<file path="src/rtl/mdm_stat_pkg.sv">
package mdm_stat_pkg;

  localparam int LINES = 4;

  // Status bit positions within the upper/lower nibble
  localparam int IDX_SEND    = 0;
  localparam int IDX_READY   = 1;
  localparam int IDX_RING    = 2;
  localparam int IDX_CARRIER = 3;

  // Lines whose flag sets only on a 1->0 move of the status bit
  localparam logic [LINES-1:0] FALL_ONLY_MASK = LINES'(1) << IDX_RING;

  typedef logic [LINES-1:0] line_vec_t;

  // Map modem-control bits onto status positions for loopback
  function automatic line_vec_t loop_map(input line_vec_t ctl);
    line_vec_t m;
    m[IDX_CARRIER] = ctl[3];
    m[IDX_RING]    = ctl[2];
    m[IDX_READY]   = ctl[0];
    m[IDX_SEND]    = ctl[1];
    return m;
  endfunction

endpackage

</file>
<file path="src/rtl/mdm_sync.sv">
module mdm_sync #(
  parameter int              W       = 4,
  parameter int              STAGES  = 2,
  parameter logic [W-1:0]    RST_VAL = '1
) (
  input  logic         clk,
  input  logic         rst_n,
  input  logic [W-1:0] d_i,
  output logic [W-1:0] q_o
);

  localparam int LAST = STAGES - 1;

  for (genvar b = 0; b < W; b++) begin : g_bit
    logic [STAGES-1:0] chain;
    always_ff @(posedge clk or negedge rst_n) begin
      if (!rst_n) chain <= {STAGES{RST_VAL[b]}};
      else        chain <= {chain[STAGES-2:0], d_i[b]};
    end
    assign q_o[b] = chain[LAST];
  end

endmodule

</file>
<file path="src/rtl/mdm_src_sel.sv">
module mdm_src_sel
  import mdm_stat_pkg::*;
(
  input  line_vec_t pins_sync_i,
  input  logic      loop_en_i,
  input  line_vec_t ctl_i,
  output line_vec_t src_o
);

  // Pins are active-low; status reports asserted lines as 1
  always_comb begin
    if (loop_en_i) src_o = loop_map(ctl_i);
    else           src_o = ~pins_sync_i;
  end

endmodule

</file>
<file path="src/rtl/mdm_delta.sv">
module mdm_delta #(
  parameter int           W         = 4,
  parameter logic [W-1:0] FALL_MASK = '0
) (
  input  logic         clk,
  input  logic         rst_n,
  input  logic [W-1:0] src_i,
  input  logic         clr_i,
  output logic [W-1:0] stat_o,
  output logic [W-1:0] flag_o,
  output logic [W-1:0] chg_o
);

  logic [W-1:0] stat_q;
  logic [W-1:0] flag_q;
  logic [W-1:0] flag_d;

  for (genvar b = 0; b < W; b++) begin : g_det
    if (FALL_MASK[b]) begin : g_fall
      assign chg_o[b] = stat_q[b] & ~src_i[b];
    end else begin : g_any
      assign chg_o[b] = stat_q[b] ^ src_i[b];
    end
  end

  // New events win over a clearing read in the same cycle
  always_comb flag_d = (flag_q & ~{W{clr_i}}) | chg_o;

  always_ff @(posedge clk or negedge rst_n) begin
    if (!rst_n) begin
      stat_q <= '0;
      flag_q <= '0;
    end else begin
      stat_q <= src_i;
      flag_q <= flag_d;
    end
  end

  assign stat_o = stat_q;
  assign flag_o = flag_q;

endmodule

</file>
<file path="src/rtl/mdm_stat_reg.sv">
module mdm_stat_reg
  import mdm_stat_pkg::*;
#(
  parameter int SYNC_STAGES = 2
) (
  input  logic       clk,
  input  logic       rst_n,
  input  logic [3:0] mdm_pins_i,
  input  logic       loop_en_i,
  input  logic [3:0] ctl_i,
  input  logic       ien_i,
  input  logic       rd_stb_i,
  output logic [7:0] rd_data_o,
  output logic       irq_o
);

  line_vec_t pins_sync;
  line_vec_t src_v;
  line_vec_t stat_v;
  line_vec_t flag_v;
  line_vec_t chg_v;

  mdm_sync #(
    .W       (LINES),
    .STAGES  (SYNC_STAGES),
    .RST_VAL ('1)
  ) u_sync (
    .clk   (clk),
    .rst_n (rst_n),
    .d_i   (mdm_pins_i),
    .q_o   (pins_sync)
  );

  mdm_src_sel u_sel (
    .pins_sync_i (pins_sync),
    .loop_en_i   (loop_en_i),
    .ctl_i       (ctl_i),
    .src_o       (src_v)
  );

  mdm_delta #(
    .W         (LINES),
    .FALL_MASK (FALL_ONLY_MASK)
  ) u_delta (
    .clk    (clk),
    .rst_n  (rst_n),
    .src_i  (src_v),
    .clr_i  (rd_stb_i),
    .stat_o (stat_v),
    .flag_o (flag_v),
    .chg_o  (chg_v)
  );

  assign rd_data_o = {stat_v, flag_v};
  assign irq_o     = ien_i & (|flag_v);

endmodule

</file>
<file path="config.mk">
export PLATFORM = sky130hd
export DESIGN_NAME = mdm_stat_reg
export DESIGN_NICKNAME = d
export VERILOG_FILES = /design/src/rtl/mdm_stat_pkg.sv /design/src/rtl/mdm_sync.sv /design/src/rtl/mdm_src_sel.sv /design/src/rtl/mdm_delta.sv /design/src/rtl/mdm_stat_reg.sv
export SDC_FILE = /design/constraint.sdc
export NUM_CORES = 1
export LEC_CHECK = 0
export ABC_AREA = 1
export ABC_CLOCK_PERIOD_IN_PS = 950
export BUFFER_PORTS_ARGS = -buffer_cell sky130_fd_sc_hd__buf_2
export CAP_MARGIN = 5
export CORE_MARGIN = 3
export CORE_UTILIZATION = 40
export CTS_CLUSTER_SIZE = 12
export DETAILED_ROUTE_END_ITERATION = 10
export PLACE_DENSITY = 0.79
export SLEW_MARGIN = 20
export SYNTH_ARGS = -nofsm -noshare
export SYNTH_HDL_FRONTEND = slang
export SYNTH_SLANG_ARGS = --single-unit
</file>
<file path="constraint.sdc">
create_clock -name clk -period 0.95 [get_ports clk]
set_input_delay 0.095 -clock clk [delete_from_list [all_inputs] [get_ports clk]]
set_output_delay 0.095 -clock clk [all_outputs]
set_load 0.005 [all_outputs]
</file>
==> run_results.csv <==
group,metric,value,unit
floorplanning,dieArea,2039,sq um
logic_synthesis,syn_nets,74,
setup_path,worstPathRequired,0.85,ns
logic_synthesis,syn_avg_cell_area,10.05,sq um
setup_path,critPathArrivalTime,0.95,ns
place,io_buffers,21,
final_layout,diodes,0,
timing,hold_ws,0.05212,ns
cts,cts.sink_count,16,
min_path,hold_path_depth,3,
cts,clk_path_buf_depth,2,
timing,slew_viol_final,0,
logic_synthesis,synth.distinct_cells,11,
timing,setup_viol,3,
timing,rsz0062_at_grt,"true",
cts,numCtsBuffers,3,
floorplanning,io_pins,22,
min_path,holdPathEnd,"u_delta.stat_o[1]$_DFF_PN0_",
setup_path,r2r_cells,3,
cts,insertion_delay,0.28,ns
timing,final-hold-violation-count,0,
floorplanning,rows,13,
routing,ant_nets,0,
logic_synthesis,ys_seq_area_frac,0.6694,
setup_path,rrSetupSlack,0.09,ns
setup_path,worstSetupPathType,"reg -> out",
flow_run,drv_cap,0,
cts,path_clk_slew,0.09,ns
timing,max_clock_freq,958.1,MHz
final_layout,area_growth_syn_to_layout,35.71,%
cts,cts_max_level,1,
logic_synthesis,yosys_register_bits,16,
floorplanning,die_x,45.15,um
logic_synthesis,yosys_warnings,0,
cts,root_buffer,"clkbuf_4",
timing,min_period_over_period,1.099,
routing,dr.pass1.iters,2,
grt,grt_overflow,0,
final_layout,stdcell_count,109,
logic_synthesis,synthCells,61,
floorplanning,die_y,45.15,um
setup_path,rr_endpoint,"u_delta.flag_o[1]$_DFF_PN0_",
power,vdd_drop_max,0.0008740,V
grt,grt_first_pass_wirelength,1.794,mm
timing,layout_setup_ws,-0.09370,ns
final_layout,layout-drive-gt1-share,0.3936,
setup_path,cp-end-kind,"output pin",
timing,period_minus_slack,1.044,ns
logic_synthesis,synth.cell_area,613.1,sq um
routing,wl_per_cell,10.20,um
place,place.detailed.instances,96,
timing,max_slew.worst_pin.slew,0.3193,ns
final_layout,final_util,0.6090,
min_path,hold_path.startpoint,"ctl_i[0]",
routing,drc,0,
power,powerDensity,1606,nW/um^2
grt,grt_pass1_vias,448,
min_path,hold_class,"in -> reg",
cts,cts_tree,"built",
routing,viasPerCell,4.477,
routing,routed_wl,1.112,mm
final_layout,layout_commonest_cell,"nand2_1",
run_status,outcome,"finished, violations left",
final_layout,final_cell_mix,"22 x nand2_1, 21 x buf_2, 8 x dfrtp_1, 8 x dfstp_2",
setup_path,critPathMaxFanout,2,
grt,grt_usage,0.1266,
final_layout,n_fill_cell,129,
setup_path,worst_setup_path_start_kind,"register",
place,dp_hpwl,824.5,um
grt,antenna_found_initial,0,
power,p_leak,0.4473,nW
timing,slew_headroom,0.7871,
routing,num_vias,488,
place,gp_congestion,0.6568,
power,p_total,0.001336,W
routing,drt_iter0_drc,5,
grt,grt_max_degree,17,
run_status,violations,"negative setup slack",
timing,clock_skew,0.007879,ns
final_layout,nNetsFinal,108,
setup_path,r2r-start,"u_sync.g_bit[1].chain[1]$_DFF_PN1_",
floorplanning,start_util,0.4487,
floorplanning,core,1366,sq um
## layout make-up
type / instances / area (sq um) / area share
multi-input combinational: 36 / 161.4 / 0.1940
clock buffer: 4 / 26.28 / 0.03158
sequential: 16 / 410.4 / 0.4932
timing repair buffer: 30 / 185.2 / 0.2226
inverter: 8 / 30.03 / 0.03609
tap: 15 / 18.77 / 0.02256
## state kept, by name, summed over array words and instances, names as in the netlist
signal and cells:
u_delta.flag_o 4, u_sync.g_bit.chain 8, u_delta.stat_o 4
## synth_stat cells
library cell,instances,area (sq um)
buf_6,1,11.26
nand3b_1,3,22.52
nand2_1,22,82.58
or2_1,1,6.260
nand3_1,7,35.03
inv_1,7,26.28
dfrtp_1,8,200.2
dfstp_2,8,210.2
nor2_1,2,7.510
inv_2,1,3.750
a21boi_0,1,7.510
## cells by family after synthesis
family	share of synthesized area
AO/OA/AOI/OAI	0.01225
buffers and inverters	0.06735
flip-flops	0.6694
AND/OR/NAND/NOR	0.2510
## per-layer routing
layer  wire (um)  track usage  up-vias  part of all wire
li1            -            -      250                 -
met1         443       0.1538      221              0.40
met2         600       0.2006       17              0.54
met3          68      0.03586        0             0.061
met4           0      0.07018        0                 0
met5           0            0        -                 0
## repair_timing
action	CTS	global route
setup buffers	2	2
hold buffers	5	0
gates cloned	0	0
gates resized for setup	1	0
pin swaps	0	0
hold endpoints to repair	20	0
setup endpoints to repair	1	6
## stage by stage
step                      setup TNS, ns  instance area, sq um  setup WS (ns)
final                           -0.1928                 832.0       -0.09370
after global routing            -0.3606                 832.0        -0.1549
after global placement                0                 725.7         0.1337
after floorplan                       0                 613.1         0.1557
after CTS                       -0.2194                 817.0        -0.1021
after detailed placement              0                 725.7         0.1085
## where the power goes
| part | switching, W | leakage, nW | internal [W] |
|---|---|---|---|
| clock | 0.000198 | 0.0150 | 0.000163 |
| sequential | 0.0000249 | 0.177 | 0.000746 |
| combinational | 0.0000948 | 0.256 | 0.000109 |
## worst max-delay path, cell delays in order, from the launching register on
cell and delay (ns):
dfrtp_1 0.38, nor2_1 0.10, a21boi_1 0.06, buf_2 0.12
## how the worst max path moves through the flow
stage | startpoint | to | slack [ns] | cells after the start
5_1_grt | u_delta.flag_o[0]$_DFF_PN0_ | irq_o | -0.15 | 3
6_report | u_delta.flag_o[1]$_DFF_PN0_ | irq_o | -0.09 | 3
3_5_place_dp | u_sync.g_bit[0].chain[1]$_DFF_PN1_ | u_delta.flag_o[0]$_DFF_PN0_ | 0.11 | 4
4_1_cts | u_delta.flag_o[1]$_DFF_PN0_ | irq_o | -0.10 | 3
3_3_place_gp | u_sync.g_bit[3].chain[1]$_DFF_PN1_ | u_delta.flag_o[3]$_DFF_PN0_ | 0.13 | 4
2_1_floorplan | u_sync.g_bit[0].chain[1]$_DFF_PN1_ | u_delta.flag_o[0]$_DFF_PN0_ | 0.16 | 4
Power figures use the tool's default switching activity.
